===== src/rtl/abs_cmd_pkg.sv =====
package abs_cmd_pkg;
  typedef enum logic [2:0] {
    ERR_NONE   = 3'd0,
    ERR_BUSY   = 3'd1,
    ERR_NOTSUP = 3'd2,
    ERR_EXC    = 3'd3,
    ERR_HALT   = 3'd4
  } cmd_err_e;

  localparam int unsigned ADDR_W      = 6;
  localparam logic [ADDR_W-1:0] A_STATUS  = 6'h10;
  localparam logic [ADDR_W-1:0] A_CMD     = 6'h11;
  localparam logic [ADDR_W-1:0] A_AUTO    = 6'h12;
  localparam logic [ADDR_W-1:0] A_DATA    = 6'h00;
  localparam logic [ADDR_W-1:0] A_PBUF    = 6'h20;
  localparam int unsigned AUTO_PB_LSB = 16;
endpackage


===== src/rtl/abs_cmd_check.sv =====
module abs_cmd_check
  import abs_cmd_pkg::*;
(
  input  logic [7:0] type_i,
  input  logic [2:0] size_i,
  input  logic       err_pend_i,
  input  logic       busy_i,
  input  logic       halted_i,
  output logic       launch_o,
  output logic       fail_o,
  output cmd_err_e   code_o
);
  always_comb begin
    launch_o = 1'b0;
    fail_o   = 1'b1;
    code_o   = ERR_NONE;
    if (err_pend_i) begin
      fail_o = 1'b0;
    end else if (busy_i) begin
      code_o = ERR_BUSY;
    end else if (type_i != 8'd0) begin
      code_o = ERR_NOTSUP;
    end else if (!halted_i) begin
      code_o = ERR_HALT;
    end else if (size_i != 3'd2 && size_i != 3'd3) begin
      code_o = ERR_NOTSUP;
    end else begin
      fail_o   = 1'b0;
      launch_o = 1'b1;
    end
  end
endmodule


===== src/rtl/abs_cmd_err.sv =====
module abs_cmd_err
  import abs_cmd_pkg::*;
(
  input  logic       clk_i,
  input  logic       rst_ni,
  input  logic       clr_en_i,
  input  logic [2:0] clr_mask_i,
  input  logic       set_en_i,
  input  cmd_err_e   set_code_i,
  input  logic       exc_i,
  output cmd_err_e   err_o
);
  cmd_err_e err_q, err_d;

  always_comb begin
    err_d = err_q;
    if (err_q == ERR_NONE) begin
      if (set_en_i)   err_d = set_code_i;   // command fault wins over exception
      else if (exc_i) err_d = ERR_EXC;
    end else if (clr_en_i) begin
      err_d = cmd_err_e'(err_q & ~clr_mask_i);
    end
  end

  always_ff @(posedge clk_i or negedge rst_ni) begin
    if (!rst_ni) err_q <= ERR_NONE;
    else         err_q <= err_d;
  end

  assign err_o = err_q;

  AST_ERR_STICKY: assert property (@(posedge clk_i) disable iff (!rst_ni)
    (err_q != ERR_NONE && !clr_en_i) |=> (err_q == $past(err_q)));
  AST_EXC_RECORDED: assert property (@(posedge clk_i) disable iff (!rst_ni)
    (exc_i && err_q == ERR_NONE) |=> (err_q != ERR_NONE));
endmodule


===== src/rtl/abs_cmd_bank.sv =====
module abs_cmd_bank #(
  parameter int unsigned WORDS = 2,
  parameter int unsigned DW    = 32,
  localparam int unsigned IDX_W = (WORDS > 1) ? $clog2(WORDS) : 1
) (
  input  logic             clk_i,
  input  logic             rst_ni,
  input  logic             wr_en_i,
  input  logic [IDX_W-1:0] idx_i,
  input  logic [DW-1:0]    wdata_i,
  output logic [DW-1:0]    rdata_o
);
  logic [DW-1:0] mem_q [WORDS];

  for (genvar w = 0; w < WORDS; w++) begin : g_word
    always_ff @(posedge clk_i or negedge rst_ni) begin
      if (!rst_ni)                                   mem_q[w] <= '0;
      else if (wr_en_i && idx_i == IDX_W'(w))        mem_q[w] <= wdata_i;
    end
  end

  assign rdata_o = mem_q[idx_i];
endmodule


===== src/rtl/abs_cmd_ctrl.sv =====
module abs_cmd_ctrl
  import abs_cmd_pkg::*;
#(
  parameter int unsigned DATA_CNT = 2,
  parameter int unsigned PB_CNT   = 4,
  parameter int unsigned NHARTS   = 2,
  localparam int unsigned HS_W    = (NHARTS > 1) ? $clog2(NHARTS) : 1
) (
  input  logic              clk_i,
  input  logic              rst_ni,
  input  logic              req_i,
  input  logic              we_i,
  input  logic [5:0]        addr_i,
  input  logic [31:0]       wdata_i,
  output logic [31:0]       rdata_o,
  input  logic [HS_W-1:0]   hartsel_i,
  input  logic [NHARTS-1:0] hart_halted_i,
  input  logic              halted_ev_i,
  input  logic [HS_W-1:0]   halted_id_i,
  input  logic              going_ev_i,
  input  logic              exc_ev_i,
  output logic [NHARTS-1:0] go_o
);
  localparam int unsigned DIDX_W = (DATA_CNT > 1) ? $clog2(DATA_CNT) : 1;
  localparam int unsigned PIDX_W = (PB_CNT > 1) ? $clog2(PB_CNT) : 1;

  // address decode
  logic data_hit, pbuf_hit, cmd_wr, stat_wr, auto_wr;
  logic [DIDX_W-1:0] didx;
  logic [PIDX_W-1:0] pidx;

  assign data_hit = req_i && (addr_i >= A_DATA) && (addr_i < A_DATA + ADDR_W'(DATA_CNT));
  assign pbuf_hit = req_i && (addr_i >= A_PBUF) && (addr_i < A_PBUF + ADDR_W'(PB_CNT));
  assign cmd_wr   = req_i && we_i && (addr_i == A_CMD);
  assign stat_wr  = req_i && we_i && (addr_i == A_STATUS);
  assign auto_wr  = req_i && we_i && (addr_i == A_AUTO);
  assign didx     = DIDX_W'(addr_i - A_DATA);
  assign pidx     = PIDX_W'(addr_i - A_PBUF);

  // state
  logic                busy_q;
  logic [NHARTS-1:0]   go_q;
  logic [7:0]          cmd_type_q;
  logic [2:0]          cmd_size_q;
  logic [DATA_CNT-1:0] auto_data_q;
  logic [PB_CNT-1:0]   auto_pb_q;
  cmd_err_e            err_q;

  // hart selection
  logic [NHARTS-1:0] hsel_oh;
  for (genvar h = 0; h < NHARTS; h++) begin : g_hsel
    assign hsel_oh[h] = (hartsel_i == HS_W'(h));
  end
  logic sel_halted, sel_go, halt_from_sel;
  assign sel_halted    = |(hart_halted_i & hsel_oh);
  assign sel_go        = |(go_q & hsel_oh);
  assign halt_from_sel = halted_ev_i && (halted_id_i == hartsel_i);

  // execution request: direct write or auto trigger
  logic auto_trig, exec_req;
  assign auto_trig = !busy_q && ((data_hit && auto_data_q[didx]) ||
                                 (pbuf_hit && auto_pb_q[pidx]));
  assign exec_req  = cmd_wr || auto_trig;

  logic [7:0] chk_type;
  logic [2:0] chk_size;
  assign chk_type = cmd_wr ? wdata_i[31:24] : cmd_type_q;
  assign chk_size = cmd_wr ? wdata_i[22:20] : cmd_size_q;

  logic     chk_launch, chk_fail;
  cmd_err_e chk_code;

  abs_cmd_check u_check (
    .type_i    (chk_type),
    .size_i    (chk_size),
    .err_pend_i(err_q != ERR_NONE),
    .busy_i    (busy_q),
    .halted_i  (sel_halted),
    .launch_o  (chk_launch),
    .fail_o    (chk_fail),
    .code_o    (chk_code)
  );

  logic launch, data_busy_hit, err_set;
  cmd_err_e err_code;
  assign launch        = exec_req && chk_launch;
  assign data_busy_hit = data_hit && busy_q;
  assign err_set       = (exec_req && chk_fail) || data_busy_hit;
  assign err_code      = data_busy_hit ? ERR_BUSY : chk_code;

  abs_cmd_err u_err (
    .clk_i     (clk_i),
    .rst_ni    (rst_ni),
    .clr_en_i  (stat_wr),
    .clr_mask_i(wdata_i[10:8]),
    .set_en_i  (err_set),
    .set_code_i(err_code),
    .exc_i     (exc_ev_i),
    .err_o     (err_q)
  );

  // busy and command storage
  always_ff @(posedge clk_i or negedge rst_ni) begin
    if (!rst_ni) begin
      busy_q      <= 1'b0;
      cmd_type_q  <= '0;
      cmd_size_q  <= '0;
      auto_data_q <= '0;
      auto_pb_q   <= '0;
    end else begin
      if (launch)                         busy_q <= 1'b1;
      else if (halt_from_sel && !sel_go)  busy_q <= 1'b0;
      if (cmd_wr) begin
        cmd_type_q <= wdata_i[31:24];
        cmd_size_q <= wdata_i[22:20];
      end
      if (auto_wr) begin
        auto_data_q <= wdata_i[DATA_CNT-1:0];
        auto_pb_q   <= wdata_i[AUTO_PB_LSB +: PB_CNT];
      end
    end
  end

  for (genvar h = 0; h < NHARTS; h++) begin : g_go
    always_ff @(posedge clk_i or negedge rst_ni) begin
      if (!rst_ni)                       go_q[h] <= 1'b0;
      else if (launch && hsel_oh[h])     go_q[h] <= 1'b1;
      else if (going_ev_i && hsel_oh[h]) go_q[h] <= 1'b0;
    end
  end
  assign go_o = go_q;

  // word banks
  logic [31:0] data_rd, pbuf_rd;

  abs_cmd_bank #(.WORDS(DATA_CNT), .DW(32)) u_data (
    .clk_i  (clk_i),
    .rst_ni (rst_ni),
    .wr_en_i(data_hit && we_i && !busy_q),
    .idx_i  (didx),
    .wdata_i(wdata_i),
    .rdata_o(data_rd)
  );

  abs_cmd_bank #(.WORDS(PB_CNT), .DW(32)) u_pbuf (
    .clk_i  (clk_i),
    .rst_ni (rst_ni),
    .wr_en_i(pbuf_hit && we_i && !busy_q),
    .idx_i  (pidx),
    .wdata_i(wdata_i),
    .rdata_o(pbuf_rd)
  );

  // read mux
  always_comb begin
    rdata_o = '0;
    if (data_hit) begin
      rdata_o = busy_q ? '1 : data_rd;
    end else if (pbuf_hit) begin
      rdata_o = busy_q ? '1 : pbuf_rd;
    end else if (addr_i == A_STATUS) begin
      rdata_o[3:0]   = 4'(DATA_CNT);
      rdata_o[10:8]  = err_q;
      rdata_o[12]    = busy_q;
      rdata_o[28:24] = 5'(PB_CNT);
    end else if (addr_i == A_AUTO) begin
      rdata_o[DATA_CNT-1:0]            = auto_data_q;
      rdata_o[AUTO_PB_LSB +: PB_CNT]   = auto_pb_q;
    end
  end

  AST_NO_LAUNCH_ON_ERR: assert property (@(posedge clk_i) disable iff (!rst_ni)
    (err_q != ERR_NONE && !busy_q) |=> !busy_q);
  AST_BUSY_FALL_NEEDS_HALT: assert property (@(posedge clk_i) disable iff (!rst_ni)
    $fell(busy_q) |-> $past(halted_ev_i));
  AST_LAUNCH_RAISES_GO: assert property (@(posedge clk_i) disable iff (!rst_ni)
    $rose(busy_q) |-> (go_q != '0));
endmodule


===== config.mk =====
export PLATFORM = sky130hd
export DESIGN_NAME = abs_cmd_ctrl
export DESIGN_NICKNAME = d
export VERILOG_FILES = /design/src/rtl/abs_cmd_pkg.sv /design/src/rtl/abs_cmd_check.sv /design/src/rtl/abs_cmd_err.sv /design/src/rtl/abs_cmd_bank.sv /design/src/rtl/abs_cmd_ctrl.sv
export SDC_FILE = /design/constraint.sdc
export NUM_CORES = 1
export LEC_CHECK = 0
export ABC_AREA = 1
export ABC_CLOCK_PERIOD_IN_PS = 2600
export BUFFER_PORTS_ARGS = -buffer_cell sky130_fd_sc_hd__buf_2
export CORE_MARGIN = 5
export CORE_UTILIZATION = 35
export CTS_BUF_LIST = sky130_fd_sc_hd__clkbuf_4
export CTS_CLUSTER_DIAMETER = 100
export DETAILED_ROUTE_END_ITERATION = 8
export SLEW_MARGIN = 20
export SYNTH_ARGS = -nofsm -noshare
export SYNTH_HDL_FRONTEND = slang
export SYNTH_SLANG_ARGS = --single-unit

===== constraint.sdc =====
create_clock -name clk_i -period 2.6 [get_ports clk_i]
set_clock_uncertainty 0.1 [all_clocks]
set_input_delay 0.26 -clock clk_i [delete_from_list [all_inputs] [get_ports clk_i]]
set_output_delay 0.26 -clock clk_i [all_outputs]
set_load 0.1 [all_outputs]

==> run_results.csv, run 1 <==
group,metric,value,unit
logic_synthesis,yosysWarningCount,0,
critical_path,slowest_stage,"dfrtp_2",
clocking,cts_root_buffer,"clkbuf_4",
min_path,hold_class,"primary input to async pin",
place,gp_congestion,0.8299,
drt,drtIter0Drc,840,
critical_path,path_max_fanout,20,
die,dieArea,30940,um^2
logic_synthesis,ys_types,33,
pwr,power_density,608.6,nW/um^2
die,start_util,35.65,%
grt,grt_pass1_vias,8432,
pwr,power_frac_comb,11.1,%
clocking,clock-sinks,214,
logic_synthesis,synth_edf_count,0,
logic_synthesis,synth.top_cells.by_area,"dfrtp_1 (56%), nand2_1 (14%), o21ai_0 (11%), inv_1 (2.8%), nor2_1 (2.6%)",
pwr,p_int,5.616,mW
place,post-place-ws,232.8,ps
timing,hold_slack,53.24,ps
timing,worstMarginPinSlew,533.6,ps
timing,finalHoldViolations,0,
die,dieHeight,175.9,um
clocking,h-tree-depth,2,
die,die_x,175.9,um
logic_synthesis,yosysSeqAreaShare,55.58,%
run,cap_violations,0,
status,outcome,"complete, no violations",
layout,drive_gt1_share,20.64,%
place,dp_hpwl,18660,um
grt,antenna_found_initial,2,
timing,rsz0062_at_grt,"true",
pwr,p_leak,5.939,nW
drt,num_vias,8646,
critical_path,worstSetupPathType,"flop to output port",
drt,wl,28780,um
pwr,pwr-share-clk,40.0,%
clocking,clkLatencyLatePin,670,ps
drt,viasPerCell,5.104,
drt,ant_nets,0,
critical_path,arrival,2130,ps
grt,grt_remaining_overflow,0,
logic_synthesis,synth_nets,1203,
clocking,post_cts_buffers,0,
critical_path,slowest_delay,450,ps
clocking,cts_max_path_buffers,3,
pwr,pwr-share-seq,48.9,%
clocking,cts_tree,"yes",
clocking,clk_pin_slew,60,ps
timing,finalCritPeriodShare,95.80,%
critical_path,worstSetupStartpoint,"busy_q",
place,io_buffers,82,
die,boundaryPins,83,
logic_synthesis,synth_common_cells,"nand2_1 (356), dfrtp_1 (214), o21ai_0 (213)",
logic_synthesis,synth_flop_cell,"dfrtp_1",
grt,grt_pass1_wl,46620,um
logic_synthesis,synth_area,9634,um^2
timing,drv_slew,0,
critical_path,crit_path_end_kind,"output port",
layout,regArea,5356,um^2
logic_synthesis,synth.most_common_cell,"nand2_1",
drt,drtPass1Iterations,5,
logic_synthesis,synth_top_area_share,55.58,%
pwr,ir_worst_vdd,0.0002395,V
timing,slew_headroom,64.43,%
critical_path,cp_cell_sequence,"buf_6 > nand2_2 > buf_6 > o311ai_2 > buf_12",
layout,multi_input_area,4079,um^2
timing,fin_ws,109.3,ps
critical_path,cp.required,2240,ps
critical_path,reg2reg_from,"busy_q",
logic_synthesis,synth-seq-cells,214,
grt,grt.total_usage,18.60,%
grt,grt_max_degree,67,
logic_synthesis,syn-instance-count,1154,
logic_synthesis,async_flop_share,100.0,%
die,coreArea,27030,um^2
critical_path,worst_setup_path_start_kind,"flop",
layout,fillers,2618,
logic_synthesis,yosys.area.top_type,"dfrtp_1",
die,fp-row-count,60,
drt,drc,0,
clocking,cts_buffers,58,
pwr,switchingPower,2.089,mW
timing,finalSetupViolations,0,
critical_path,cpMostUsedCell,"buf_6",
timing,period_needed,2491,ps
pwr,switching_share,27.11,%
logic_synthesis,synth_area_per_cell,8.349,um^2
layout,final_nets,1361,
drt,wl_per_cell,16.99,um
timing,max_freq,0.4015,GHz
layout,area_delta_synth_final,31.42,%
==> worst max-delay path, delay by kind of cell (launching register included) <==
kind | cells | cell delay, ps
buffers and inverters | 3 | 640
flip-flops | 1 | 450
AO/OA/AOI/OAI | 1 | 190
AND/OR/NAND/NOR | 1 | 150
==> layer usage <==
metal	track usage [%]	routed length, um	vias up
li1	-	-	4186
met1	26.74	13750	4131
met2	28.66	12940	267
met3	3.530	1492	60
met4	5.621	589	2
met5	0	12	-
==> stage by stage <==
stage	total power, mW	setup TNS, ps	util [%]	cells	instance area [um^2]
final	7.705	0	46.85	1694	12660
after global routing	8.120	0	46.85	1694	12660
after CTS	7.809	0	46.69	1693	12620
after detailed placement	4.637	0	42.33	1552	11440
after global placement	4.608	0	42.33	1552	11440
after floorplan	4.294	-3829	-	1154	9951
==> logic make-up after synthesis <==
family | synth area share, %
compound gates | 18.78
buf+inv | 5.987
flops | 55.58
simple gates | 19.65
==> area by class of cell <==
cell class              instances  share of cell area, %
inverters                      78                  2.352
clock inverters                14                 0.8301
well taps                     341                  3.370
clock buffers                  86                  5.099
flip-flops and latches        214                  42.31
repair buffers                170                  13.81
diodes                          1                0.01976
multi-input cells             790                  32.22
==> placed cells by master, fill, tap and decap left out, types with 14 or more instances in the layout <==
master	n
buf_4	37
nand2_1	355
o21ai_0	211
nand3_1	27
inv_1	71
clkbuf_4	86
buf_2	49
a21oi_1	33
nor2_1	65
dlygate4sd3_1	41
dfrtp_1	213
o311ai_2	16
clkinv_1	14
buf_12	37
==> worst paths after layout <==
path	end	slack [ps]	cells past startpoint
setup / recovery	rdata_o[2]	110	5
hold / removal	u_pbuf.mem_q[101]	50	2
setup reg to reg	u_pbuf.mem_q[116]	560	7
hold reg to reg	auto_pb_q[2]	380	2
max in group asynchronous	u_data.mem_q[17]	1540	3
min in group clk_i	cmd_type_q[2]	60	6
==> power groups by stage <==
stage / clock network [mW] / logic, mW / registers (mW)
floorplan: 0 / 0.515 / 3.78
global placement: 0 / 0.797 / 3.81
detailed placement: 0 / 0.819 / 3.82
CTS: 3.18 / 0.866 / 3.76
global route: 3.34 / 0.986 / 3.79
finish: 3.08 / 0.858 / 3.77
==> what timing repair did <==
item                                    in CTS  in global routing
hold endpoints to repair                   405                  0
pin swaps                                    0                  2
endpoints found under the setup margin       5                  7
hold buffers                                41                  0
gates resized for setup                      6                 11
==> state kept, by name (all words and copies together) (netlist names) <==
name	count
auto_data_q	2
u_err.err_o	3
u_data.mem_q	64
auto_pb_q	4
go_o	2
cmd_type_q	8
cmd_size_q	2
u_pbuf.mem_q	128
busy_q	1
Power figures use the tool's default switching activity.
==> inputs of run 2 (changes only) <==
CORE_UTILIZATION = 55   (was 35)
PLACE_DENSITY = 0.74   (was unset)
==> run 2 against run 1 <==
  * Critical path depth unchanged
  * First-iteration DRC count decreased by 4.2%
  * Cell count decreased by 7.1%
  * Clock-buffer cell count decreased by 3
  * Non-clock buffer count decreased by 2
  * Power decreased by 3.7%
  * Register-to-register slack got worse by 160 ps
  * Via count increased by 2.7%
  * Sequential power about the same
  * Wire length decreased by 5.4%
  * Sequential share of layout area increased by 0.84 points
  * Die area decreased by 35%
  * Critical endpoint unchanged
  * Highest routed layer is now met4
==> run_results.csv, run 2 (synthesis gave the netlist of run 1 again) <==
group,metric,value,unit
status,outcome,"complete, no violations",
place,dp_hpwl,17290,um
critical_path,arrival,2130,ps
drt,drtPass1Iterations,5,
layout,final_nets,1357,
clocking,cts_buffers,56,
pwr,power_density,597.9,nW/um^2
timing,rsz0062_at_grt,"false",
critical_path,slowest_delay,440,ps
critical_path,cp.required,2240,ps
drt,met1_length,11510,um
drt,ant_nets,0,
grt,antenna_found_initial,1,
die,dieHeight,142.4,um
drt,drtIter0Drc,805,
clocking,cts_tree,"yes",
drt,dr.max_layer_used,"met4",
grt,grt_pass1_wl,44220,um
timing,drv_slew,0,
clocking,cts_max_path_buffers,3,
place,placed_cell_area,11260,um^2
grt,grt.total_usage,27.23,%
critical_path,r2r_slack,400,ps
die,die_x,142.4,um
drt,viasPerCell,5.640,
timing,max_freq,0.4012,GHz
layout,post-route-util,72.03,%
place,io_buffers,82,
layout,final_common_cell,"nand2_1",
clocking,clkLatencyLatePin,680,ps
min_path,hold_class,"primary input to flop",
grt,grt_remaining_overflow,0,
timing,period_needed,2493,ps
clocking,cts_root_buffer,"clkbuf_4",
drt,wl,27230,um
layout,finalNonFillerCells,1574,
layout,largest_reg_flops,128,
pwr,total_power,7.424,mW
clocking,clk_pin_slew,70,ps
grt,grt_max_degree,75,
critical_path,cp_cell_sequence,"buf_6 > nand2_8 > buf_4 > o311ai_2 > buf_12",
pwr,ir_worst_vdd,0.0003396,V
layout,layout_common_cells,"nand2_1 (355), dfrtp_1 (213), o21ai_0 (210)",
die,fp-row-count,48,
die,coreArea,17240,um^2
critical_path,worstSetupPathType,"flop to output port",
place,gp_congestion,0.8601,
place,post-place-cells,1432,
die,boundaryPins,83,
timing,worstMarginPinSlew,922.0,ps
critical_path,slowest_stage,"dfrtp_2",
critical_path,worst_setup_path_start_kind,"flop",
layout,fillers,1318,
run,cap_violations,0,
clocking,h-tree-depth,2,
timing,finalCritPeriodShare,95.87,%
drt,dr_wl_met3,2162,um
layout,reg_top3,"u_pbuf.mem_q x128, u_data.mem_q x64, cmd_type_q x8",
die,start_util,55.89,%
layout,max_flop_register,"u_pbuf.mem_q",
clocking,clock-sinks,214,
layout,postLayoutCellArea,12420,um^2
drt,met2_length,12940,um
layout,drive_gt1_share,20.10,%
layout,area_delta_synth_final,28.87,%
die,dieArea,20260,um^2
grt,grt_pass1_vias,8773,
pwr,p_leak,5.899,nW
drt,wl_per_cell,17.30,um
timing,slew_headroom,38.33,%
critical_path,crit_path_end_kind,"output port",
timing,finalSetupViolations,0,
critical_path,path_max_fanout,19,
timing,finalHoldViolations,0,
drt,drc,0,
drt,num_vias,8878,
==> run 2: cell count changes in the layout (fill, tap and decap cells not counted), sizes merged <==
cell | before | now
inv | 75 | 77
buf | 128 | 125
dlygate4sd3 | 41 | 42
clkbuf | 87 | 84
clkinv | 15 | 16
bufinv | 2 | 0
==> run 2: power by group <==
group / total, mW / leakage, nW / internal (mW) / switching (mW)
Combinational: 0.850 / 2.61 / 0.314 / 0.536
Sequential: 3.77 / 2.87 / 3.61 / 0.160
Clock: 2.81 / 0.418 / 1.45 / 1.35
==> run 2: cell type report <==
type	count	area, um^2	share of cell area, %
flip-flops and latches	214	5356	43.14
multi-input cells	790	4070	32.78
repair buffers	168	1724	13.89
clock buffers	83	623.1	5.019
inverters	78	297.8	2.398
well taps	225	281.5	2.267
clock inverters	15	60.06	0.4837
diodes	1	2.502	0.02016
==> run 2: critical path: cells and delay by family, from the launching register on <==
family	cells	cell delay, ps
simple gates	1	180
compound gates	1	160
buf+inv	3	640
flops	1	440
==> run 2: routing by layer <==
metal | GRT usage [%] | up-vias
li1 | - | 4179
met1 | 36.67 | 4253
met2 | 43.68 | 392
met3 | 6.519 | 54
met4 | 9.605 | 0
met5 | 0 | -
==> run 2: repair_timing <==
| action | 4_1_cts | 5_1_grt |
|---|---|---|
| hold endpoints to repair | 427 | 0 |
| buffers inserted | 0 | 1 |
| hold buffers | 42 | 0 |
| pin swaps | 0 | 2 |
| setup endpoints to repair | 25 | 7 |
| resized for setup | 7 | 6 |
==> run 2: worst paths after layout <==
kind,start,to,cells after the start
setup / recovery,busy_q,rdata_o[2],5
max in group asynchronous,rst_ni,u_data.mem_q[50],4
hold reg to reg,u_data.mem_q[5],u_data.mem_q[5],2
setup reg to reg,busy_q,u_err.err_o[2],9
hold / removal,hart_halted_i[1],busy_q,7
min in group asynchronous,rst_ni,u_pbuf.mem_q[119],3
==> run 2: stage by stage <==
| stage | setup TNS (ps) | hold WS (ps) | worst slack [ps] |
|---|---|---|---|
| floorplan | -3829 | -135.6 | -395.1 |
| CTS | 0 | 45.37 | 43.02 |
| global placement | 0 | 144.2 | 285.0 |
| finish | 0 | 70.45 | 107.3 |
| global route | 0 | 89.89 | 7.651 |
| detailed placement | 0 | 138.9 | 275.5 |
